$ cat src/rtl/banked_regfile_pkg.sv
// Package: shared mode type and bank layout constants for the banked register file.
// Assumes sixteen visible indices with the top index reserved for the PC.
package banked_regfile_pkg;

    typedef enum logic [1:0] {
        MODE_USR = 2'd0,
        MODE_FIQ = 2'd1,
        MODE_IRQ = 2'd2,
        MODE_SVC = 2'd3
    } bank_mode_e;

    localparam int NUM_VIS   = 16;
    localparam int IDX_W     = $clog2(NUM_VIS);
    localparam int PC_IDX    = NUM_VIS - 1;
    localparam int LINK_IDX  = PC_IDX - 1;
    localparam int FIQ_LO    = 8;
    localparam int PRIV_LO   = 13;
    localparam int NUM_USR   = PC_IDX;
    localparam int FIQ_CNT   = PC_IDX - FIQ_LO;
    localparam int PRIV_CNT  = PC_IDX - PRIV_LO;
    localparam int FIQ_BASE  = NUM_USR;
    localparam int IRQ_BASE  = FIQ_BASE + FIQ_CNT;
    localparam int SVC_BASE  = IRQ_BASE + PRIV_CNT;
    localparam int NUM_PHYS  = SVC_BASE + PRIV_CNT;
    localparam int SLOT_W    = $clog2(NUM_PHYS);

endpackage

$ cat src/rtl/banked_regfile_map.sv
// Module: maps a visible register index plus a mode onto a physical slot.
// Assumes the index is below the PC index; the PC index yields a don't-care slot.
module banked_regfile_map
    import banked_regfile_pkg::*;
(
    input  bank_mode_e              mode,
    input  logic [IDX_W-1:0]        idx,
    output logic [SLOT_W-1:0]       slot
);

    // Pick the private bank when the mode owns the index, else the user copy.
    always_comb begin
        slot = SLOT_W'(idx);
        if (mode == MODE_FIQ && int'(idx) >= FIQ_LO && int'(idx) < PC_IDX)
            slot = SLOT_W'(FIQ_BASE + int'(idx) - FIQ_LO);
        else if (mode == MODE_IRQ && int'(idx) >= PRIV_LO && int'(idx) < PC_IDX)
            slot = SLOT_W'(IRQ_BASE + int'(idx) - PRIV_LO);
        else if (mode == MODE_SVC && int'(idx) >= PRIV_LO && int'(idx) < PC_IDX)
            slot = SLOT_W'(SVC_BASE + int'(idx) - PRIV_LO);
    end

endmodule

$ cat src/rtl/banked_regfile_mode.sv
// Module: current-mode register with exception-entry priority.
// Assumes exception entry outranks a same-cycle mode-select request.
module banked_regfile_mode
    import banked_regfile_pkg::*;
(
    input  logic        clk,
    input  logic        rst_n,
    input  logic        mode_set_en,
    input  logic [1:0]  mode_set_val,
    input  logic        exc_en,
    input  logic [1:0]  exc_kind,
    output bank_mode_e  mode_q,
    output bank_mode_e  exc_mode
);

    // Decode the mode an exception of the given kind enters.
    always_comb begin
        case (exc_kind)
            2'd0:    exc_mode = MODE_IRQ;
            2'd1:    exc_mode = MODE_FIQ;
            default: exc_mode = MODE_SVC;
        endcase
    end

    // Hold the mode; exception first, then an explicit request.
    always_ff @(posedge clk) begin
        if (!rst_n)
            mode_q <= MODE_SVC;
        else if (exc_en)
            mode_q <= exc_mode;
        else if (mode_set_en)
            mode_q <= bank_mode_e'(mode_set_val);
    end


    exc_mode_chk: assert property (@(posedge clk) disable iff (!rst_n)
        exc_en |=> (mode_q == ($past(exc_kind) == 2'd0 ? MODE_IRQ :
                               $past(exc_kind) == 2'd1 ? MODE_FIQ : MODE_SVC)));


    mode_set_chk: assert property (@(posedge clk) disable iff (!rst_n)
        (mode_set_en && !exc_en) |=> (mode_q == bank_mode_e'($past(mode_set_val))));


    mode_hold_chk: assert property (@(posedge clk) disable iff (!rst_n)
        (!mode_set_en && !exc_en) |=> $stable(mode_q));

endmodule

$ cat src/rtl/banked_regfile_pcfmt.sv
// Module: forms the offset program counter, with and without status bits.
// Assumes the stored PC is already confined to the address field.
module banked_regfile_pcfmt #(
    parameter int DATA_W = 32,
    parameter int ADDR_W = 26
) (
    input  logic [DATA_W-1:0] pc_q,
    input  logic [DATA_W-1:0] pc_offset,
    input  logic [DATA_W-1:0] status_in,
    output logic [DATA_W-1:0] pc_stat_data,
    output logic [DATA_W-1:0] pc_only_data
);

    localparam logic [DATA_W-1:0] ADDR_MASK =
        ((DATA_W'(1) << ADDR_W) - DATA_W'(1)) & ~DATA_W'(3);

    // Add the offset, clip to the address field, then merge status.
    always_comb begin
        pc_only_data = (pc_q + pc_offset) & ADDR_MASK;
        pc_stat_data = pc_only_data | status_in;
    end

endmodule

$ cat src/rtl/banked_regfile.sv
// Module: sixteen-register file with mode-dependent banking, PC masking and
// exception-entry link writes. Assumes one write per cycle and combinational reads.
module banked_regfile
    import banked_regfile_pkg::*;
#(
    parameter int DATA_W = 32,
    parameter int ADDR_W = 26
) (
    input  logic              clk,
    input  logic              rst_n,
    input  logic [3:0]        rd_a_idx,
    output logic [DATA_W-1:0] rd_a_data,
    input  logic [3:0]        rd_b_idx,
    output logic [DATA_W-1:0] rd_b_data,
    input  logic              wr_en,
    input  logic [3:0]        wr_idx,
    input  logic [DATA_W-1:0] wr_data,
    input  logic              mode_set_en,
    input  logic [1:0]        mode_set_val,
    input  logic              exc_en,
    input  logic [1:0]        exc_kind,
    input  logic [DATA_W-1:0] status_in,
    input  logic [DATA_W-1:0] pc_offset,
    output logic [DATA_W-1:0] pc_stat_data,
    output logic [DATA_W-1:0] pc_only_data,
    output logic [1:0]        mode_out
);

    localparam logic [DATA_W-1:0] ADDR_MASK =
        ((DATA_W'(1) << ADDR_W) - DATA_W'(1)) & ~DATA_W'(3);
    localparam int NUM_MAP = 4;   // read A, read B, write, exception link

    bank_mode_e        mode_q;
    bank_mode_e        exc_mode;
    logic [DATA_W-1:0] bank_q [NUM_PHYS];
    logic [DATA_W-1:0] pc_q;
    logic [DATA_W-1:0] ret_addr;
    logic [IDX_W-1:0]  map_idx  [NUM_MAP];
    bank_mode_e        map_mode [NUM_MAP];
    logic [SLOT_W-1:0] map_slot [NUM_MAP];

    banked_regfile_mode u_mode (
        .clk          (clk),
        .rst_n        (rst_n),
        .mode_set_en  (mode_set_en),
        .mode_set_val (mode_set_val),
        .exc_en       (exc_en),
        .exc_kind     (exc_kind),
        .mode_q       (mode_q),
        .exc_mode     (exc_mode)
    );

    // Route each access's index and mode to its mapper.
    always_comb begin
        map_idx[0]  = rd_a_idx;  map_mode[0] = mode_q;
        map_idx[1]  = rd_b_idx;  map_mode[1] = mode_q;
        map_idx[2]  = wr_idx;    map_mode[2] = mode_q;
        map_idx[3]  = IDX_W'(LINK_IDX);
        map_mode[3] = exc_mode;
    end

    for (genvar g = 0; g < NUM_MAP; g++) begin : g_map
        banked_regfile_map u_map (
            .mode (map_mode[g]),
            .idx  (map_idx[g]),
            .slot (map_slot[g])
        );
    end

    // Return address: +8 for interrupt kinds, +4 for supervisor entry.
    always_comb begin
        ret_addr = (pc_q + ((exc_kind[1] == 1'b0) ? DATA_W'(8) : DATA_W'(4))) & ADDR_MASK;
    end

    // Update storage; the exception link write is last so it wins a clash.
    always_ff @(posedge clk) begin
        if (!rst_n) begin
            for (int i = 0; i < NUM_PHYS; i++) bank_q[i] <= '0;
            pc_q <= '0;
        end else begin
            if (wr_en && int'(wr_idx) == PC_IDX)
                pc_q <= wr_data & ADDR_MASK;
            else if (wr_en)
                bank_q[map_slot[2]] <= wr_data;
            if (exc_en)
                bank_q[map_slot[3]] <= ret_addr;
        end
    end

    // Serve the two read ports, PC index bypassing the banks.
    always_comb begin
        rd_a_data = (int'(rd_a_idx) == PC_IDX) ? pc_q : bank_q[map_slot[0]];
        rd_b_data = (int'(rd_b_idx) == PC_IDX) ? pc_q : bank_q[map_slot[1]];
        mode_out  = mode_q;
    end

    banked_regfile_pcfmt #(.DATA_W(DATA_W), .ADDR_W(ADDR_W)) u_pcfmt (
        .pc_q         (pc_q),
        .pc_offset    (pc_offset),
        .status_in    (status_in),
        .pc_stat_data (pc_stat_data),
        .pc_only_data (pc_only_data)
    );


    pc_write_chk: assert property (@(posedge clk) disable iff (!rst_n)
        (wr_en && int'(wr_idx) == PC_IDX) |=> (pc_q == ($past(wr_data) & ADDR_MASK)));


    pc_hold_chk: assert property (@(posedge clk) disable iff (!rst_n)
        !(wr_en && int'(wr_idx) == PC_IDX) |=> $stable(pc_q));


    link_write_chk: assert property (@(posedge clk) disable iff (!rst_n)
        exc_en |=> (bank_q[$past(map_slot[3])] == $past(ret_addr)));

endmodule

$ cat config.mk
export PLATFORM = sky130hd
export DESIGN_NAME = banked_regfile
export DESIGN_NICKNAME = d
export VERILOG_FILES = /design/src/rtl/banked_regfile_pkg.sv /design/src/rtl/banked_regfile_map.sv /design/src/rtl/banked_regfile_mode.sv /design/src/rtl/banked_regfile_pcfmt.sv /design/src/rtl/banked_regfile.sv
export SDC_FILE = /design/constraint.sdc
export NUM_CORES = 2
export LEC_CHECK = 0
export BUFFER_PORTS_ARGS = -buffer_cell sky130_fd_sc_hd__buf_2
export CAP_MARGIN = 20
export CELL_PAD_IN_SITES_DETAIL_PLACEMENT = 0
export CELL_PAD_IN_SITES_GLOBAL_PLACEMENT = 1
export CORE_ASPECT_RATIO = 0.75
export CORE_UTILIZATION = 33
export DETAILED_ROUTE_END_ITERATION = 16
export PLACE_DENSITY = 0.66
export SLEW_MARGIN = 15
export SYNTH_ARGS = -nofsm -noshare
export SYNTH_HDL_FRONTEND = slang
export SYNTH_SLANG_ARGS = --single-unit
$ cat constraint.sdc
create_clock -name clk -period 12.1 [get_ports clk]
set_input_delay 3.025 -clock clk [delete_from_list [all_inputs] [get_ports clk]]
set_output_delay 3.025 -clock clk [all_outputs]
set_load 0.01 [all_outputs]
==> impl_metrics.yaml <==
cts:
  clkTransAtPathRegs_ps: 60
  cts_tree: "built"
  cts_setup_buffers: 0
  cts_sinks: 1050
  postCtsHoldBufs: 0
  ctsResizeCount: 0
  cts-root-buf: "clkbuf_16"
  ctsHtreeMaxLevel: 3
  clk_path_buf_depth: 3
  cts-buffers-inserted: 114
  worst_skew_pair.late_latency_ps: 820
placement:
  finalWeightedCongestion: 0.896
  dp_hpwl_um: 176000
  portBuffers: 214
  dp.cells: 8372
  dp_slack_ps: 1680
run_status:
  status: "finished clean"
synth:
  ys_types: 84
  yosys_warnings: 0
  synth_edf_count: 768
  yosys-top-cells-area: "edfxtp_1, mux4_2, dfxtp_1, nand2_1, o2bb2ai_1"
  ys_seq_area_share_pct: 46.6
  synthesis.area_sq_um: 61600
  synth_largest_area_cell: "edfxtp_1"
  ys_async_sr_fraction_pct: 0
  syn_avg_cell_area_sq_um: 9.94
  synth.top_cell.area_share_pct: 37.4
  synthCells: 6198
  yosysMostFrequentCell: "nand2_1"
  synth_common_cells: "nand2_1, edfxtp_1, clkbuf_1"
  ys_ff_latch: 1050
  ys.flop_type: "edfxtp_1"
worst_setup_path:
  crit_buf_inv: 3
  worstRegToRegCells: 9
  crit_path_max_incr_delay_ps: 1050
  cp_slowest_cell: "nand3_2"
  arrival_ps: 7770
  cp_max_fo: 14
  worst_path_most_repeated_cell: "buf_2"
  rr_startpoint: "u_mode.mode_q[0]$_SDFFE_PN1P_"
  crit_chain: "buf_2 > inv_1 > ha_1 > nor2b_1 > a211o_1 > a31oi_4 > nand3_2 > o22ai_1 > nor3_1 > and3_1 > buf_2"
  cp_data_required_time_ps: 9070
  ff2ff_setup_slack_ps: 6870
  critPathCaptureType: "primary output"
  r2r-end: "bank_q[27][14]$_DFFE_PP_"
  crit_start: "rd_a_idx[0]"
  crit_type: "in -> out"
  cp-start-kind: "input pin"
  critical-path-top-delay-family: "compound AO/OA/AOI/OAI gates"
die:
  num_rows: 136
  initial_core_util_pct: 33.4
  ios: 247
  die_height_um: 376
  design.die.area_sq_um: 188000
  core_sq_um: 184000
  die_w_um: 501
power:
  clkPwrFrac_pct: 38.6
  p_comb_share_pct: 18.8
  p_leak_nw: 24.3
  power_density_nw_per_um2: 138
  switching_share_pct: 30.9
  pwr-share-seq_pct: 42.6
  power.total_mw: 9.48
  p_switching_mw: 2.93
  peakVddDrop_mv: 0.126
  p_int_mw: 6.55
global_routing:
  antenna_found_initial: 21
  grt_pass1_wl_um: 404000
  grt_usage_pct: 30.4
  grt_pass1_vias: 50306
  grt_max_degree: 143
  gr-total-overflow: 0
min_path:
  holdPathStages: 2
  min_from: "bank_q[28][31]$_SDFFE_PP0N_"
  min_path_type: "reg -> reg"
  worstHoldEndpoint: "bank_q[28][31]$_SDFFE_PP0N_"
sta:
  fin_ws_ps: 1300
  rsz0062_at_grt: "false"
  finalCritPeriodShare_pct: 89.2
  finalSetupViolations: 0
  fmax_mhz: 92.6
  fin_skew_ps: 52.2
  fin_crit_ps: 10800
  report.final.slew_viol_count: 0
  max_slew_margin_pct: 18.9
  tightestPinTransition_ps: 1210
  finalSetupTns_ps: 0
  finalHoldViolCount: 0
final_layout:
  n_fill_cell: 18156
  drive_gt1_share_pct: 16.3
  fin_cells: 8601
  syn2layout_area_growth_pct: 11.8
  nNetsFinal: 6166
routing:
  wl_um: 296000
  drc_errors: 0
  num_vias: 55884
  vias_per_cell: 6.50
  first_pass_iters: 10
  wl_per_cell_um: 34.4
  dr.first_iter.drc_count: 9786
  ant_nets: 0
flow_run:
  drv_cap: 0
## sequential cells by signal, summed over array words and instances (netlist names)
register and cells:
bank_q 1024, pc_q 24, u_mode.mode_q 2
## logic make-up (layout without fill, tap and decap cells)
group	Yosys count	count (layout)	synth area share (%)
other cells	1	14	0.00609
simple gates	2331	2331	16.8
flops	1050	1050	46.6
fa+ha+maj	42	42	0.870
mux	384	384	11.4
compound gates	1570	1570	18.3
xor+xnor	46	46	0.691
buf+inv	774	680	5.30
## final cells by class
cell class / instances / area, sq um / area share [%]
clock inverters: 59 / 604 / 0.878
flip-flops and latches: 1050 / 28700 / 41.7
diodes: 6 / 15.0 / 0.0218
multi-input cells: 4381 / 30300 / 44.0
well taps: 2484 / 3110 / 4.52
repair buffers: 421 / 2820 / 4.09
inverters: 41 / 154 / 0.224
clock buffers: 159 / 3160 / 4.60
## worst register-to-register path: cells and delay by family (launching register included)
| kind | cells | cell delay, ps |
|---|---|---|
| xor+xnor | 1 | 320 |
| simple gates | 4 | 2340 |
| compound gates | 2 | 610 |
| flops | 1 | 740 |
| buf+inv | 2 | 840 |
## through the flow
stage / cell area [sq um] / hold WS [ps] / util [%]
after floorplan: 61600 / 442 / -
after global placement: 65000 / 458 / 35.3
after detailed placement: 65000 / 460 / 35.3
after CTS: 68800 / 468 / 37.3
after global routing: 68800 / 492 / 37.3
final: 68800 / 465 / 37.3
## power by group through the flow
stage / clock [mW] / combinational, mW / sequential (mW)
after CTS: 3.65 / 1.73 / 4.03
after global placement: 0 / 1.72 / 4.10
after global routing: 3.77 / 1.84 / 4.05
after detailed placement: 0 / 1.72 / 4.11
after floorplan: 0 / 1.05 / 4.08
final: 3.65 / 1.79 / 4.04
## per-layer routing
layer | wire (um) | GRT usage, % | part of all wire [%]
met5 | 300 | 0.307 | 0.10
met2 | 121000 | 42.8 | 41
met4 | 14900 | 13.5 | 5.0
met1 | 115000 | 40.8 | 39
met3 | 44200 | 11.7 | 15
## how the worst max path moves through the flow
stage | to | slack [ps] | depth (start not counted)
floorplan | rd_a_data[1] | 3630 | 11
global placement | rd_a_data[26] | 1680 | 12
detailed placement | rd_a_data[26] | 1680 | 12
CTS | rd_a_data[26] | 1660 | 12
global route | rd_a_data[4] | 1420 | 11
finish | rd_a_data[2] | 1300 | 11
## placed cells by master, fill, tap and decap left out, types with 124 or more instances in the layout
cell type	count
a21oi_1	138
a22o_1	219
a31oi_1	136
and3_1	199
buf_2	215
buf_4	189
dfxtp_1	282
edfxtp_1	768
mux2i_1	126
mux4_2	256
nand2_1	1322
nand3_1	367
nor2_1	124
o21ai_0	236
o22ai_1	148
o2bb2ai_1	342
No activity file was read; power rests on OpenSTA's default activity.
